$ cat src/rtl/sxfer_pkg.sv
package sxfer_pkg;
  // Single-cycle shift-clock edge strobes.
  typedef struct packed {
    logic fall;
    logic rise;
  } sx_edge_t;
endpackage

$ cat src/rtl/sxfer_baud.sv
module sxfer_baud #(
  parameter int RW      = 8,
  parameter int PRE_DIV = 4
) (
  input  logic          clk,
  input  logic          rst,
  input  logic          run,
  input  logic          pre_en,
  input  logic [RW-1:0] reload,
  output logic          tick
);
  localparam int PCW = $clog2(PRE_DIV);

  logic [PCW-1:0] pre_cnt;
  logic [RW-1:0]  div_cnt;
  logic           pre_done;

  always_comb pre_done = !pre_en || (pre_cnt == PCW'(PRE_DIV - 1));
  always_comb tick     = run && pre_done && (div_cnt == '0);

  always_ff @(posedge clk) begin
    if (rst || !run) begin
      pre_cnt <= '0;
      div_cnt <= reload;
    end else if (pre_done) begin
      pre_cnt <= '0;
      div_cnt <= (div_cnt == '0) ? reload : div_cnt - RW'(1);
    end else begin
      pre_cnt <= pre_cnt + PCW'(1);
    end
  end
endmodule

$ cat src/rtl/sxfer_clksel.sv
module sxfer_clksel
  import sxfer_pkg::*;
#(
  parameter int SYNC = 2
) (
  input  logic     clk,
  input  logic     rst,
  input  logic     ext_sel,
  input  logic     active,
  input  logic     tick,
  input  logic     sck_in,
  output sx_edge_t edg,
  output logic     sck_out
);
  logic [SYNC:0] sh;
  logic          ext_fall, ext_rise;

  always_ff @(posedge clk) begin
    if (rst) sh <= '1;
    else     sh <= {sh[SYNC-1:0], sck_in};
  end

  always_comb begin
    ext_fall = sh[SYNC] && !sh[SYNC-1];
    ext_rise = !sh[SYNC] && sh[SYNC-1];
  end

  always_ff @(posedge clk) begin
    if (rst || !active || ext_sel) sck_out <= 1'b1;
    else if (tick)                 sck_out <= !sck_out;
  end

  always_comb begin
    if (ext_sel) begin
      edg.fall = active && ext_fall;
      edg.rise = active && ext_rise;
    end else begin
      edg.fall = tick && sck_out;
      edg.rise = tick && !sck_out;
    end
  end
endmodule

$ cat src/rtl/sxfer_top.sv
module sxfer_top
  import sxfer_pkg::*;
#(
  parameter int DW      = 8,
  parameter int RW      = 8,
  parameter int PRE_DIV = 4,
  parameter int SYNC    = 2
) (
  input  logic          clk,
  input  logic          rst,
  input  logic          wr_en,
  input  logic [DW-1:0] wr_data,
  input  logic          rd_en,
  output logic [DW-1:0] rd_data,
  input  logic          brg_wr,
  input  logic [RW-1:0] brg_data,
  input  logic          ext_clk_sel,
  input  logic          pre_sel,
  input  logic          txirq_sel,
  input  logic          rx_en,
  input  logic          sck_in,
  output logic          sck_out,
  output logic          txd,
  input  logic          rxd,
  output logic          rdy_n,
  output logic          tbe,
  output logic          tsc,
  output logic          rbf,
  output logic          ovr,
  output logic          tx_irq,
  output logic          rx_irq
);
  localparam int BCW = $clog2(DW);

  logic [DW-1:0]  tbuf, tsr, rsr;
  logic [RW-1:0]  brg_q;
  logic [BCW-1:0] bit_cnt;
  logic           tick, sh_fall;
  sx_edge_t       edg;

  logic load_idle, last_rise, do_load, done_idle, rbf_hold, rx_store, rx_over;

  sxfer_baud #(.RW(RW), .PRE_DIV(PRE_DIV)) u_baud (
    .clk(clk), .rst(rst), .run(!tsc && !ext_clk_sel), .pre_en(pre_sel),
    .reload(brg_q), .tick(tick)
  );

  sxfer_clksel #(.SYNC(SYNC)) u_clk (
    .clk(clk), .rst(rst), .ext_sel(ext_clk_sel), .active(!tsc),
    .tick(tick), .sck_in(sck_in), .edg(edg), .sck_out(sck_out)
  );

  always_comb begin
    sh_fall   = edg.fall;
    load_idle = tsc && !tbe;
    last_rise = edg.rise && (bit_cnt == BCW'(DW - 1));
    do_load   = load_idle || (last_rise && !tbe);
    done_idle = last_rise && tbe;
    rbf_hold  = rbf && !rd_en;
    rx_store  = last_rise && rx_en && !rbf_hold;
    rx_over   = last_rise && rx_en && rbf_hold;
  end

  always_ff @(posedge clk) begin
    if (rst) begin
      tbuf    <= '0;
      tsr     <= '0;
      rsr     <= '0;
      rd_data <= '0;
      brg_q   <= '0;
      bit_cnt <= '0;
      tbe     <= 1'b1;
      tsc     <= 1'b1;
      rbf     <= 1'b0;
      ovr     <= 1'b0;
      txd     <= 1'b1;
      rdy_n   <= 1'b1;
      tx_irq  <= 1'b0;
      rx_irq  <= 1'b0;
    end else begin
      tx_irq <= txirq_sel ? done_idle : (do_load && !wr_en);
      rx_irq <= rx_store;
      if (brg_wr) brg_q <= brg_data;
      if (edg.fall) begin
        txd   <= tsr[0];
        tsr   <= tsr >> 1;
        rdy_n <= 1'b1;
      end
      if (edg.rise) begin
        rsr     <= {rxd, rsr[DW-1:1]};
        bit_cnt <= last_rise ? '0 : bit_cnt + BCW'(1);
      end
      if (do_load) begin
        tsr <= tbuf;
        tbe <= 1'b1;
        tsc <= 1'b0;
      end
      if (load_idle) rdy_n <= !rx_en;
      if (done_idle) tsc <= 1'b1;
      if (wr_en) begin
        tbuf <= wr_data;
        tbe  <= 1'b0;
      end
      if (rd_en) begin
        rbf <= 1'b0;
        ovr <= 1'b0;
      end
      if (rx_store) begin
        rd_data <= {rxd, rsr[DW-1:1]};
        rbf     <= 1'b1;
      end
      if (rx_over) ovr <= 1'b1;
    end
  end
endmodule

$ cat config.mk
export PLATFORM = sky130hd
export DESIGN_NAME = sxfer_top
export DESIGN_NICKNAME = d
export VERILOG_FILES = /design/src/rtl/sxfer_pkg.sv /design/src/rtl/sxfer_baud.sv /design/src/rtl/sxfer_clksel.sv /design/src/rtl/sxfer_top.sv
export SDC_FILE = /design/constraint.sdc
export NUM_CORES = 1
export LEC_CHECK = 0
export BUFFER_PORTS_ARGS = -buffer_cell sky130_fd_sc_hd__buf_2
export CAP_MARGIN = 20
export CELL_PAD_IN_SITES_DETAIL_PLACEMENT = 0
export CELL_PAD_IN_SITES_GLOBAL_PLACEMENT = 1
export CORE_MARGIN = 8
export CORE_UTILIZATION = 46
export CTS_BUF_LIST = sky130_fd_sc_hd__clkbuf_8
export CTS_CLUSTER_SIZE = 30
export DETAILED_ROUTE_END_ITERATION = 8
export PLACE_DENSITY = 0.87
export REMOVE_ABC_BUFFERS = 1
export SETUP_SLACK_MARGIN = 0.15
export SYNTH_ARGS = -nofsm -noshare
export SYNTH_HDL_FRONTEND = slang
export SYNTH_SLANG_ARGS = --single-unit
$ cat constraint.sdc
create_clock -name clk -period 6.35 [get_ports clk]
set_input_delay 0 -clock clk [delete_from_list [all_inputs] [get_ports clk]]
set_output_delay 0 -clock clk [all_outputs]
set_load 0.005 [all_outputs]
==> results of run 1 <==
## cell families (layout without fill, tap and decap cells)
logic type	after synthesis	count (layout)
and+or+nand+nor	105	105
xor gates and xnor gates	6	6
AOI/OAI and AO/OA	28	28
buffers and inverters	17	84
muxes	41	41
DFF	64	64
adders and majority gates	4	4
## layer usage
layer | vias to the layer above | share of wire, % | global-route usage (%) | wire (um)
met4 | 0 | 2.6 | 8.46 | 134
met3 | 11 | 4.8 | 3.96 | 249
li1 | 1039 | - | - | -
met1 | 899 | 49 | 15.4 | 2540
met5 | - | 0 | 0 | 0
met2 | 35 | 44 | 19.5 | 2260
## sequential cells by signal, summed over array words and instances (netlist names)
| signal | count |
|---|---|
| u_clk.sh | 3 |
| brg_q | 8 |
| rx_irq | 1 |
| rd_data | 8 |
| rbf | 1 |
| u_baud.div_cnt | 8 |
| tbe | 1 |
| rdy_n | 1 |
| tx_irq | 1 |
| tsc | 1 |
| txd | 1 |
| ovr | 1 |
| u_clk.sck_out | 1 |
| tsr | 8 |
| rsr | 7 |
| bit_cnt | 3 |
| tbuf | 8 |
| u_baud.pre_cnt | 2 |
## worst register-to-register path, cell delays in order (launching register included)
cell and delay, ns:
edfxtp_1 0.40, inv_1 0.08, ha_1 0.19, or4b_4 0.50
nand4b_4 0.21, o21ai_4 0.45, and4_4 0.42, mux2i_1 0.21
## report_power, final
part | switching (mW) | leakage, nW | internal (mW)
Combinational | 0.0385 | 0.794 | 0.0456
Clock | 0.141 | 0.0937 | 0.155
Sequential | 0.0121 | 0.550 | 0.428
Total | 0.192 | 1.44 | 0.628
## how the worst min path moves through the flow
stage	startpoint	endpoint	cells past startpoint
2_1_floorplan	rst	rbf	1
3_3_place_gp	sck_in	u_clk.sh[0]	2
3_5_place_dp	rd_en	ovr	2
4_1_cts	wr_en	tbe	2
5_1_grt	wr_en	tbe	2
6_report	wr_en	tbe	2
## synthesized netlist by cell type, drive strengths merged, types with 4 or more instances
cell type | count | share of area, %
a211oi | 7 | 1.9
a21oi | 10 | 1.8
buf | 4 | 1.5
clkbuf | 11 | 1.6
dfxtp | 56 | 41
edfxtp | 8 | 8.9
ha | 4 | 1.8
mux2i | 41 | 15
nand2 | 6 | 0.83
nand2b | 19 | 4.4
nor2 | 50 | 6.9
nor2b | 7 | 1.7
nor3 | 5 | 1.1
or2 | 4 | 0.92
## metrics by stage
stage               cell area [um2]  setup WS, ns  utilization (%)  total power, mW
CTS                            3340          3.78             57.5            0.830
detailed placement             2960          3.82             50.9            0.523
floorplan                      2630          4.04                -            0.494
global route                   3340          3.63             57.5            0.860
global placement               2950          3.88             50.8            0.521
finish                         3340          3.81             57.5            0.820
## layout by cell type (no fill, tap or decap), types with 4 or more instances in the layout
cell,synthesis,layout
nor2_1,50,50
clkbuf_8,0,11
nor3_1,4,4
dfxtp_1,56,56
mux2i_1,41,41
a21oi_1,10,10
dlygate4sd3_1,0,22
inv_1,2,4
nor2b_1,6,6
nand2b_1,19,19
edfxtp_1,8,8
nand2_1,6,6
buf_2,2,43
ha_1,4,4
a211oi_1,7,7
## cell type report
| class | instances | area (um2) |
|---|---|---|
| timing repair buffer | 68 | 458 |
| clock inverter | 3 | 12.5 |
| inverter | 2 | 7.51 |
| multi-input combinational | 184 | 1260 |
| tap | 75 | 93.8 |
| sequential | 64 | 1360 |
| clock buffer | 11 | 151 |
| fill | 539 | 2470 |
==> metrics, run 1 <==
outcome=finished clean; RePlAce Congestion=approximately 0.76; Register-to-Register Path Depth=7; FF-to-FF End=rd_data[4]; DRC viols=0; Crit. End Element=flip-flop; Num CTS Buffers=9; worst reg2reg path startpoint=u_baud.div_cnt[0]; # IOs=44; Crit path depth=7; Max stage delay cell, worst path=or4b_4; die area=between 8000 and 9000 um2; Synth Flop Type=dfxtp_1; mux share of post-synthesis cell area=15.1%; Post-Synthesis Cells=265; worst setup path start=u_baud.div_cnt[0]; dpl cells=roughly 370; total number of vias=1984; post-synthesis simple-gate area fraction=20.5%; post-DP HPWL=3410 um; Leak=roughly 1.4 nW; worst skew pair latency=0.33 ns; Die X=92.8 um; Area Overhead vs Synth=23.3%; GRT overflow=0; Core Footprint=5820 um2; share of cells above drive strength 1=20.2%; row cnt=28; Worst EP arrival=2.79 ns; Clock Pin Slew Worst Setup and Hold Paths=0.07 ns; Power Density=245 nW/um2; reg2reg setup slack=3.81 ns; synth unique cells=43; Final Skew=0.00438 ns; register bit total from synthesis=64; DRT antenna net count=0; initial antenna violation count=0; Bufs and invs on worst path=1; wire per inst=approximately 13 um; CP delay by family, top=simple AND/OR/NAND/NOR gates; Syn Area/Cell=a little over 10 um2; final net count=360; IO buf count=43; crit path kind=reg2reg; number of global-route vias before repair=a little under 2000; Vias/cell=4.87; CTS H-tree lvls=3; max-slew violations=0; relative slew slack=32.1%; mapped cell area=between 2000 and 3000 um2; root buf cell=clkbuf_8; CP max stage delay=0.50 ns; CTS Hold Bufs=22; Post-synth EDFFs=8; Finished Layout Cells=407; Max VDD drop=0.135 mV; fraction of the mapped netlist area in adder cells=under 10%; drt total wl=5180 um; Total GRT Usage=12.9%; first-pass GRT wire length=about 8900 um; asr flop ratio synth=0%; Final period util=40.0%; Post-CTS Repair Setup Buffers=0; largest family of logic cells by synthesized area=simple AND/OR/NAND/NOR gates; Synth Warn #=0; worst-margin pin slew=~1.0 ns; clk sinks=64; Fin Hold WS=0.0727 ns; register area share after synthesis=approximately 50%; Clock Path Buffers=2; highest clock rate=394 MHz; drt pass-1 iters=4; Die Y-Extent=between 90 and 100 um; Max Cap Viol=0; largest net degree at the start of global routing=63; Fin. Hold Viols=0; worst setup path end=rd_data[4]; Final setup viols=0; worst-path fanout max=14; initial core utilization=46.6%; RSZ-0062 raised after global routing=no; sum of negative setup slack=0 ns; antenna cell count=0; Worst setup SP type=flip-flop; HP Class=in2reg; CP Cell Sequence=inv_1 > ha_1 > or4b_4 > nand4b_4 > o21ai_4 > and4_4 > mux2i_1; WP data required=6.61 ns; Resize count post-CTS=0; area fraction in compound gates after synthesis=7.06%; Initial DRC Count=88; Period minus WS final=2.54 ns; Synth Area in XOR/XNOR=1.94%; CTS tree=built
Power figures use the tool's default switching activity.
==> run 2, diff against run 1 <==
--- a/config.mk
+++ b/config.mk
@@ -10,11 +10,11 @@
 export CELL_PAD_IN_SITES_DETAIL_PLACEMENT = 0
 export CELL_PAD_IN_SITES_GLOBAL_PLACEMENT = 1
 export CORE_MARGIN = 8
-export CORE_UTILIZATION = 46
+export CORE_UTILIZATION = 45
 export CTS_BUF_LIST = sky130_fd_sc_hd__clkbuf_8
 export CTS_CLUSTER_SIZE = 30
 export DETAILED_ROUTE_END_ITERATION = 8
-export PLACE_DENSITY = 0.87
+export PLACE_DENSITY = 0.85
 export REMOVE_ABC_BUFFERS = 1
 export SETUP_SLACK_MARGIN = 0.15
 export SYNTH_ARGS = -nofsm -noshare
==> constraint.sdc (replaced) <==
create_clock -name clk -period 2.35 [get_ports clk]
set_input_delay 0 -clock clk [delete_from_list [all_inputs] [get_ports clk]]
set_output_delay 0 -clock clk [all_outputs]
set_load 0.005 [all_outputs]
==> run 2 against run 1 <==
Against the previous run: utilization increased by 2.4 points; critical path type unchanged; largest cell class unchanged; combinational power grew to 2.8 times the previous value; non-clock buffer count up 9; setup slack worse by 3.7 ns; cell count increased by 2.7%.
==> metrics, run 2 (same netlist as run 1, synthesis figures left out) <==
Total GRT Usage=approximately 13%; first-pass GRT wire length=8950 um; Worst EP arrival=2.46 ns; RePlAce Congestion=0.716; FF-to-FF End=bit_cnt[2]; worst reg2reg path startpoint=u_baud.div_cnt[0]; crit path kind=reg2reg; Final Skew=0.00742 ns; Leak=1.53 nW; # IOs=44; relative slew slack=about a third; Fin Hold WS=0.0517 ns; Max Cap Viol=0; initial antenna violation count=0; CTS tree=built; Clock Path Buffers=2; Register-to-Register Path Depth=9; Period minus WS final=about 2.3 ns; number of global-route vias before repair=just under 2000; commonest non-fill, non-tap cell in the layout=dfxtp_1; total number of vias=between 2000 and 2500; worst skew pair latency=0.33 ns; dpl cells=374; IO buf count=43; Area after DPL=2980 um2; reg2reg setup slack=0.09 ns; post-DP HPWL=3560 um; root buf cell=clkbuf_8; Core Footprint=5890 um2; Crit. End Element=flip-flop; Gate power share=9.4%; worst-margin pin slew=0.968 ns; max-slew violations=0; Area Overhead vs Synth=29.9%; worst hold start=wr_en; Worst setup SP type=flip-flop; clk sinks=64; Final period util=96.2%; highest clock rate=~440 MHz; switch share=21.4%; antenna cell count=0; Final setup viols=0; largest net degree at the start of global routing=between 60 and 70; WP data required=between 2 and 3 ns; worst setup path start=u_baud.div_cnt[0]; DRC viols=0; Seq pwr share=47.7%; GRT overflow=0; Int Power=1.96 mW; wire per inst=13.2 um; DRT antenna net count=0; initial core utilization=46.1%; drt pass-1 iters=4; Fin. Hold Viols=0; Finished Layout Cells=418; final instance area=~3500 um2; final net count=between 300 and 400; HP Class=in2reg; P_sw=533 uW; fillers=513; worst-path fanout max=6; Die Y-Extent=~94 um; Hold Path Stages=2; drt total wl=approximately 5500 um; Die X=about 94 um; WHS Endpoint=tbe; row cnt=28; Clock Pin Slew Worst Setup and Hold Paths=0.07 ns; clock network fraction of design power=a little over two fifths; Initial DRC Count=86; Vias/cell=~4.9; post-layout util=between 50% and 60%; Max VDD drop=0.299 mV; Num CTS Buffers=9; outcome=finished clean; most frequent cells in the layout=dfxtp_1, nor2_1, buf_2; die area=8770 um2; RSZ-0062 raised after global routing=yes; CTS H-tree lvls=3; Power Density=between 700 and 800 nW/um2; share of cells above drive strength 1=23.6%
-- run 2: cell count changes in the layout (fill, tap and decap cells not counted), sizes merged --
cell    delta
bufinv     +2
clkbuf     +2
buf        +8
clkinv     -1
-- run 2: power groups by stage --
stage | combinational, mW | clock (mW) | sequential (mW)
after CTS | 0.230 | 1.09 | 1.19
after floorplan | 0.130 | 0 | 1.20
after global routing | 0.262 | 1.14 | 1.19
final | 0.236 | 1.07 | 1.19
after global placement | 0.198 | 0 | 1.21
after detailed placement | 0.201 | 0 | 1.21
-- run 2: cell type report --
type | count | area [um2] | share of cell area (%)
well taps | 75 | 93.8 | 2.66
clock inverters | 4 | 67.6 | 1.92
clock buffers | 12 | 165 | 4.69
inverters | 2 | 7.51 | 0.213
flip-flops and latches | 64 | 1360 | 38.6
repair buffers | 77 | 556 | 15.8
multi-input cells | 184 | 1270 | 36.1
-- run 2: per-stage QoR --
step | setup WS (ns) | TNS, ns | power (mW)
after floorplan | 0.0400 | 0 | 1.33
after global placement | 0.210 | 0 | 1.41
after CTS | 0.160 | 0 | 2.51
after detailed placement | 0.142 | 0 | 1.41
after global routing | -0.00138 | -0.00138 | 2.59
final | 0.0902 | 0 | 2.49
-- run 2: timing repair --
item / CTS / global route
cloned: 0 / 1
setup endpoints to repair: 1 / 37
hold buffers: 22 / 0
setup buffers: 0 / 5
hold endpoints to repair: 24 / 0
resized for setup: 1 / 5
pin swaps: 0 / 3
-- run 2: metal layers --
layer | global-route usage, % | vias up | wire length, um
met2 | 19.4 | 34 | 2590
met3 | 3.29 | 9 | 237
met5 | 0 | - | 0
li1 | - | 1055 | -
met1 | 16.2 | 936 | 2600
met4 | 7.13 | 0 | 80
-- run 2: worst max path at each step --
| stage | endpoint | slack [ns] | depth (start not counted) |
|---|---|---|---|
| 2_1_floorplan | rd_data[0] | 0.04 | 7 |
| 6_report | bit_cnt[2] | 0.09 | 9 |
| 3_5_place_dp | rsr[2] | 0.14 | 8 |
| 5_1_grt | rx_irq | -0.001 | 9 |
| 4_1_cts | rd_data[0] | 0.16 | 7 |
| 3_3_place_gp | bit_cnt[1] | 0.21 | 8 |
-- run 2: worst max-delay path, stage by stage, from the launching register on --
cell	delay [ns]
edfxtp_1	0.42
inv_1	0.09
ha_2	0.19
or4b_4	0.49
nand4b_4	0.21
o21ai_4	0.20
buf_4	0.15
buf_12	0.11
mux2i_1	0.21
nor2_1	0.05
